## src/rtl/dla_pkg.sv

```systemverilog
package dla_pkg;
    typedef enum logic [2:0] {
        ST_IDLE,
        ST_REQ_HELD,
        ST_BUS_RELEASE_WAIT,
        ST_TRANSFER,
        ST_RESUME
    } dla_state_e;

    typedef struct packed {
        dla_state_e state;
        logic       pend;
    } dla_fsm_t;
endpackage

```

## src/rtl/dla_enable_reg.sv

```systemverilog
module dla_enable_reg (
    input  logic clk,
    input  logic rst_n,
    input  logic en_wr,
    input  logic en_wdata,
    output logic en_q,
    output logic dis_now
);
    logic en_d;

    always_comb begin
        en_d = en_q;
        if (en_wr) begin
            en_d = en_wdata;
        end
    end

    always_ff @(posedge clk or negedge rst_n) begin
        if (!rst_n) begin
            en_q <= 1'b0;
        end else begin
            en_q <= en_d;
        end
    end

    // a disabling write takes effect in its own cycle
    assign dis_now = en_wr && !en_wdata;
endmodule

```

## src/rtl/dla_gap_timer.sv

```systemverilog
module dla_gap_timer #(
    parameter int MIN_GAP = 2
) (
    input  logic clk,
    input  logic rst_n,
    input  logic start,
    output logic last
);
    localparam int CW = $clog2(MIN_GAP + 1);

    logic [CW-1:0] cnt_d, cnt_q;

    always_comb begin
        cnt_d = cnt_q;
        if (start) begin
            cnt_d = CW'(MIN_GAP);
        end else if (cnt_q != '0) begin
            cnt_d = cnt_q - 1'b1;
        end
    end

    always_ff @(posedge clk or negedge rst_n) begin
        if (!rst_n) begin
            cnt_q <= '0;
        end else begin
            cnt_q <= cnt_d;
        end
    end

    assign last = (cnt_q == CW'(1));
endmodule

```

## src/rtl/dma_level_accept.sv

```systemverilog
module dma_level_accept #(
    parameter int MIN_GAP = 2
) (
    input  logic clk,
    input  logic rst_n,
    input  logic en_wr,
    input  logic en_wdata,
    input  logic req_n,
    input  logic bus_brk,
    input  logic xfer_done,
    output logic bus_req,
    output logic ack_n,
    output logic busy
);
    import dla_pkg::*;

    localparam int GW = $clog2(MIN_GAP + 1);

    logic     en_q, dis_now, gap_start, gap_last, accept;
    dla_fsm_t fsm_d, fsm_q;

    dla_enable_reg u_en (
        .clk      (clk),
        .rst_n    (rst_n),
        .en_wr    (en_wr),
        .en_wdata (en_wdata),
        .en_q     (en_q),
        .dis_now  (dis_now)
    );

    dla_gap_timer #(.MIN_GAP(MIN_GAP)) u_gap (
        .clk   (clk),
        .rst_n (rst_n),
        .start (gap_start),
        .last  (gap_last)
    );

    // sampling window: idle, release gap and resume
    always_comb begin
        accept = 1'b0;
        if (en_q && !dis_now) begin
            accept = (fsm_q.state == ST_IDLE) ||
                     (fsm_q.state == ST_BUS_RELEASE_WAIT) ||
                     (fsm_q.state == ST_RESUME);
        end
    end

    always_comb begin
        fsm_d     = fsm_q;
        gap_start = 1'b0;
        case (fsm_q.state)
            ST_IDLE: begin
                fsm_d.pend = 1'b0;
                if (accept && !req_n) begin
                    fsm_d.state = ST_REQ_HELD;
                end
            end
            ST_REQ_HELD: begin
                if (dis_now) begin
                    fsm_d.state = ST_IDLE;
                end else if (bus_brk) begin
                    fsm_d.state = ST_TRANSFER;
                end
            end
            ST_TRANSFER: begin
                fsm_d.pend = 1'b0;
                if (xfer_done) begin
                    fsm_d.state = ST_BUS_RELEASE_WAIT;
                    gap_start   = 1'b1;
                end
            end
            ST_BUS_RELEASE_WAIT: begin
                if (dis_now) begin
                    fsm_d.pend = 1'b0;
                end else if (accept && !req_n) begin
                    fsm_d.pend = 1'b1;
                end
                if (gap_last) begin
                    fsm_d.state = ST_RESUME;
                end
            end
            ST_RESUME: begin
                fsm_d.pend = 1'b0;
                if (!dis_now && (fsm_q.pend || (accept && !req_n))) begin
                    fsm_d.state = ST_REQ_HELD;
                end else begin
                    fsm_d.state = ST_IDLE;
                end
            end
            default: begin
                fsm_d.state = ST_IDLE;
                fsm_d.pend  = 1'b0;
            end
        endcase
    end

    always_ff @(posedge clk or negedge rst_n) begin
        if (!rst_n) begin
            fsm_q.state <= ST_IDLE;
            fsm_q.pend  <= 1'b0;
        end else begin
            fsm_q <= fsm_d;
        end
    end

    assign bus_req = (fsm_q.state == ST_REQ_HELD);
    assign ack_n   = (fsm_q.state != ST_TRANSFER);
    assign busy    = (fsm_q.state != ST_IDLE);

    // cycles since the last acknowledge, saturating, for the gap check
    logic [GW-1:0] since_ack_q;
    always_ff @(posedge clk or negedge rst_n) begin
        if (!rst_n) begin
            since_ack_q <= GW'(MIN_GAP);
        end else if (!ack_n) begin
            since_ack_q <= '0;
        end else if (since_ack_q < GW'(MIN_GAP)) begin
            since_ack_q <= since_ack_q + 1'b1;
        end
    end

    a_r3_req_holds: assert property (@(posedge clk) disable iff (!rst_n)
        (bus_req && !bus_brk && !(en_wr && !en_wdata)) |=> bus_req);

    a_r4_ack_after_break: assert property (@(posedge clk) disable iff (!rst_n)
        $fell(ack_n) |-> $past(bus_brk && bus_req));

    a_r4_ack_stays: assert property (@(posedge clk) disable iff (!rst_n)
        (!ack_n && !xfer_done) |=> !ack_n);

    a_r4_ack_ends: assert property (@(posedge clk) disable iff (!rst_n)
        (!ack_n && xfer_done) |=> ack_n);

    a_r6_release_gap: assert property (@(posedge clk) disable iff (!rst_n)
        bus_req |-> (since_ack_q >= GW'(MIN_GAP)));

    a_r9_disable_drops: assert property (@(posedge clk) disable iff (!rst_n)
        (en_wr && !en_wdata) |=> !bus_req);

    a_r10_busy_cover: assert property (@(posedge clk) disable iff (!rst_n)
        (bus_req || !ack_n) |-> busy);
endmodule

```

## config.mk

```make
export PLATFORM = sky130hd
export DESIGN_NAME = dma_level_accept
export DESIGN_NICKNAME = d
export VERILOG_FILES = /design/src/rtl/dla_pkg.sv /design/src/rtl/dla_enable_reg.sv /design/src/rtl/dla_gap_timer.sv /design/src/rtl/dma_level_accept.sv
export SDC_FILE = /design/constraint.sdc
export NUM_CORES = 1
export LEC_CHECK = 0
export BUFFER_PORTS_ARGS = -buffer_cell sky130_fd_sc_hd__buf_2
export CAP_MARGIN = 20
export CELL_PAD_IN_SITES_DETAIL_PLACEMENT = 0
export CELL_PAD_IN_SITES_GLOBAL_PLACEMENT = 2
export CORE_MARGIN = 2
export CORE_UTILIZATION = 29
export DETAILED_ROUTE_END_ITERATION = 12
export PLACE_DENSITY = 0.75
export RECOVER_POWER = 100
export SKIP_CTS_REPAIR_TIMING = 1
export SLEW_MARGIN = 20
export SYNTH_ARGS = -nofsm -noshare
export SYNTH_HDL_FRONTEND = slang
export SYNTH_SLANG_ARGS = --single-unit
```

## constraint.sdc

```tcl
create_clock -name clk -period 1.1 [get_ports clk]
set_input_delay 0.055 -clock clk [delete_from_list [all_inputs] [get_ports clk]]
set_output_delay 0.055 -clock clk [all_outputs]
set_load 0.05 [all_outputs]
```

==> results.yml <==
run_status:
  status: "complete, but fails checks"
  violations: "setup timing"
synth:
  synth_mux_area_frac: 0.0543
  async_flop_share: 1.00
  yosys.area.top_type: "dfrtp_1"
  synth_top_family_by_area: "simple AND/OR/NAND/NOR gates"
  synthCells: 38
  synth_fa_ha_area_frac: 0.0639
  synth_compound_area_frac: 0.173
  synth_edf_count: 0
  syn_nets: 47
  synth_top_area_share: 0.447
  ys_top_cells_by_area: "dfrtp_1 (45%), ha_1 (6.4%), inv_1 (3.8%), nand2_1 (3.8%), nor2b_4 (3.5%)"
  yosys.area_share.simple: 0.182
  ys.flop_type: "dfrtp_1"
  synth_seq_cells: 7
  yosys_warnings: 0
  synthXorXnorAreaFrac: 0.0224
  syn_avg_cell_area_um2: 10.3
  yosysUniqueCellTypes: 23
  seq_area_frac_synth: 0.447
  netlist_area_um2: 392
finish:
  final_util: 0.454
  diodes: 0
  fill_cells: 127
  final_common_cell: "dfrtp_1"
  nets: 67
  stdcell_area_um2: 583
  drive_gt1_frac: 0.491
  mostFrequentLayoutCells: "dfrtp_1 (6), buf_2 (5), buf_4 (5)"
  syn_to_final_growth_pct: 48.9
timing:
  worstMarginPinSlew_ps: 403
  max_freq_ghz: 0.790
  max_slew_margin: 0.732
  maxSlewViolCount: 0
  rsz0062_at_grt: "yes"
  fin_crit_sh: 1.15
  min_period_ps: 1270
  setup_ws_ps: -166
  setup_viol: 3
  hold-worst-slack_ps: 24.0
  clock_skew_ps: 0.258
  hold_viol: 0
detailed_routing:
  ant_nets: 0
  vias: 347
  drt-total-wl_um: 832
  drc: 0
  drtPass1Iterations: 1
  dr.first_iter.drc_count: 0
  viasPerCell: 4.82
  wire_per_inst_um: 11.6
setup_path:
  crit_type: "reg -> out"
  r2r_end: "fsm_q[1]$_DFFE_PN0P_"
  crit_fanout: 5
  timing.rr.start: "fsm_q[2]$_DFFE_PN0P_"
  endpoint: "busy"
  crit_start: "fsm_q[1]$_DFFE_PN0P_"
  crit_path_end_kind: "output pin"
  required_ps: 1040
  reg2reg_slack_ps: 50
  crit_path_start_kind: "register"
  rr_worst_depth: 3
  arrival_ps: 1210
global_routing:
  grt_antenna_before_repair: 0
  grt_max_degree: 11
  grt_pass1_wl_um: 1310
  grtUsageTotal: 0.129
  grt-ovfl-total: 0
  first_global_vias: 319
placement:
  hpwlAfterDp_um: 599
  place.gp.congestion: 0.657
  numPortBuffers: 9
  place_area_um2: 487
cts:
  cts_sinks: 7
  clk_pin_slew_ps: 60
  cts_max_path_buffers: 2
  clkLatencyLatePin_ps: 250
  htree_num_levels: 1
  cts_root_buffer: "clkbuf_4"
  cts_tree: "built"
  cts_buffers: 3
power:
  p_leak_nw: 0.267
  clkPwrFrac: 0.144
  p_int_w: 0.000980
  power_density_nw_per_um2: 2930
  p_comb_frac: 0.595
  irDropWorstVdd_mv: 1.16
  pwr-share-seq: 0.261
  swShare: 0.426
  p_switching_w: 0.000728
floorplan:
  fp.dieH_um: 40.8
  ios: 10
  core_area_um2: 1280
  start_util: 0.305
  die_w_um: 40.8
  placementRows: 13
  die-area_um2: 1660
flow_run:
  drv_cap: 0
hold_path:
  hold_class: "in -> reg"
  hp-start: "xfer_done"
-- through the flow --
step | total power (W) | TNS, ps | std cells | setup slack, ps
floorplan | 0.00108 | 0 | 38 | 73.8
global placement | 0.00124 | 0 | 64 | 65.3
detailed placement | 0.00126 | 0 | 64 | 34.4
CTS | 0.00152 | -648 | 68 | -234
global route | 0.00184 | -470 | 72 | -204
finish | 0.00171 | -346 | 72 | -166
-- sequential cells by signal, indices dropped and copies added (netlist names) --
name / count
fsm_q: 4
u_en.en_q: 1
u_gap.cnt_q: 2
-- area by class of cell --
cell class | instances | area [um2] | area share
clock buffer | 4 | 26.3 | 0.0451
inverter | 4 | 15.0 | 0.0258
multi-input combinational | 26 | 225 | 0.386
sequential | 7 | 176 | 0.303
tap | 15 | 18.8 | 0.0322
timing repair buffer | 16 | 121 | 0.208
-- power by group through the flow --
stage / Combinational, W / Clock, W / Sequential, W
final: 0.00102 / 0.000246 / 0.000445
after detailed placement: 0.000820 / 0 / 0.000441
after global routing: 0.00111 / 0.000271 / 0.000457
after floorplan: 0.000648 / 0 / 0.000431
after CTS: 0.000828 / 0.000259 / 0.000437
after global placement: 0.000807 / 0 / 0.000429
-- cells by family after synthesis --
logic type,Yosys count
xor+xnor,1
compound gates,9
simple gates,12
flops,7
mux,2
buf+inv,5
fa+ha+maj,2
-- critical path: stages (launching register included) --
cell     delay, ps
dfrtp_2        430
or3_4          370
buf_6          160
-- synthesized netlist by cell type (all sizes together), types with 2 or more instances --
cell and instances:
a21oi 3, nand2 4, dfrtp 7, nor3 2, inv 4, ha 2
-- metal layers --
layer	routed length [um]	global-route usage
met5	0	0
met3	36	0.0326
met1	371	0.139
met2	416	0.202
met4	7	0.125
-- worst min-delay path by stage --
stage | to | slack (ps) | cells past startpoint
floorplan | fsm_q[0]$_DFFE_PN0P_ | -240 | 0
global placement | fsm_q[2]$_DFFE_PN0P_ | -110 | 1
detailed placement | fsm_q[2]$_DFFE_PN0P_ | -100 | 1
CTS | fsm_q[3]$_DFFE_PN0P_ | -380 | 1
global route | u_gap.cnt_q[0]$_DFFE_PN0P_ | 20 | 2
finish | u_gap.cnt_q[0]$_DFFE_PN0P_ | 20 | 2
Note: power is estimated with default switching activity, not from simulation.
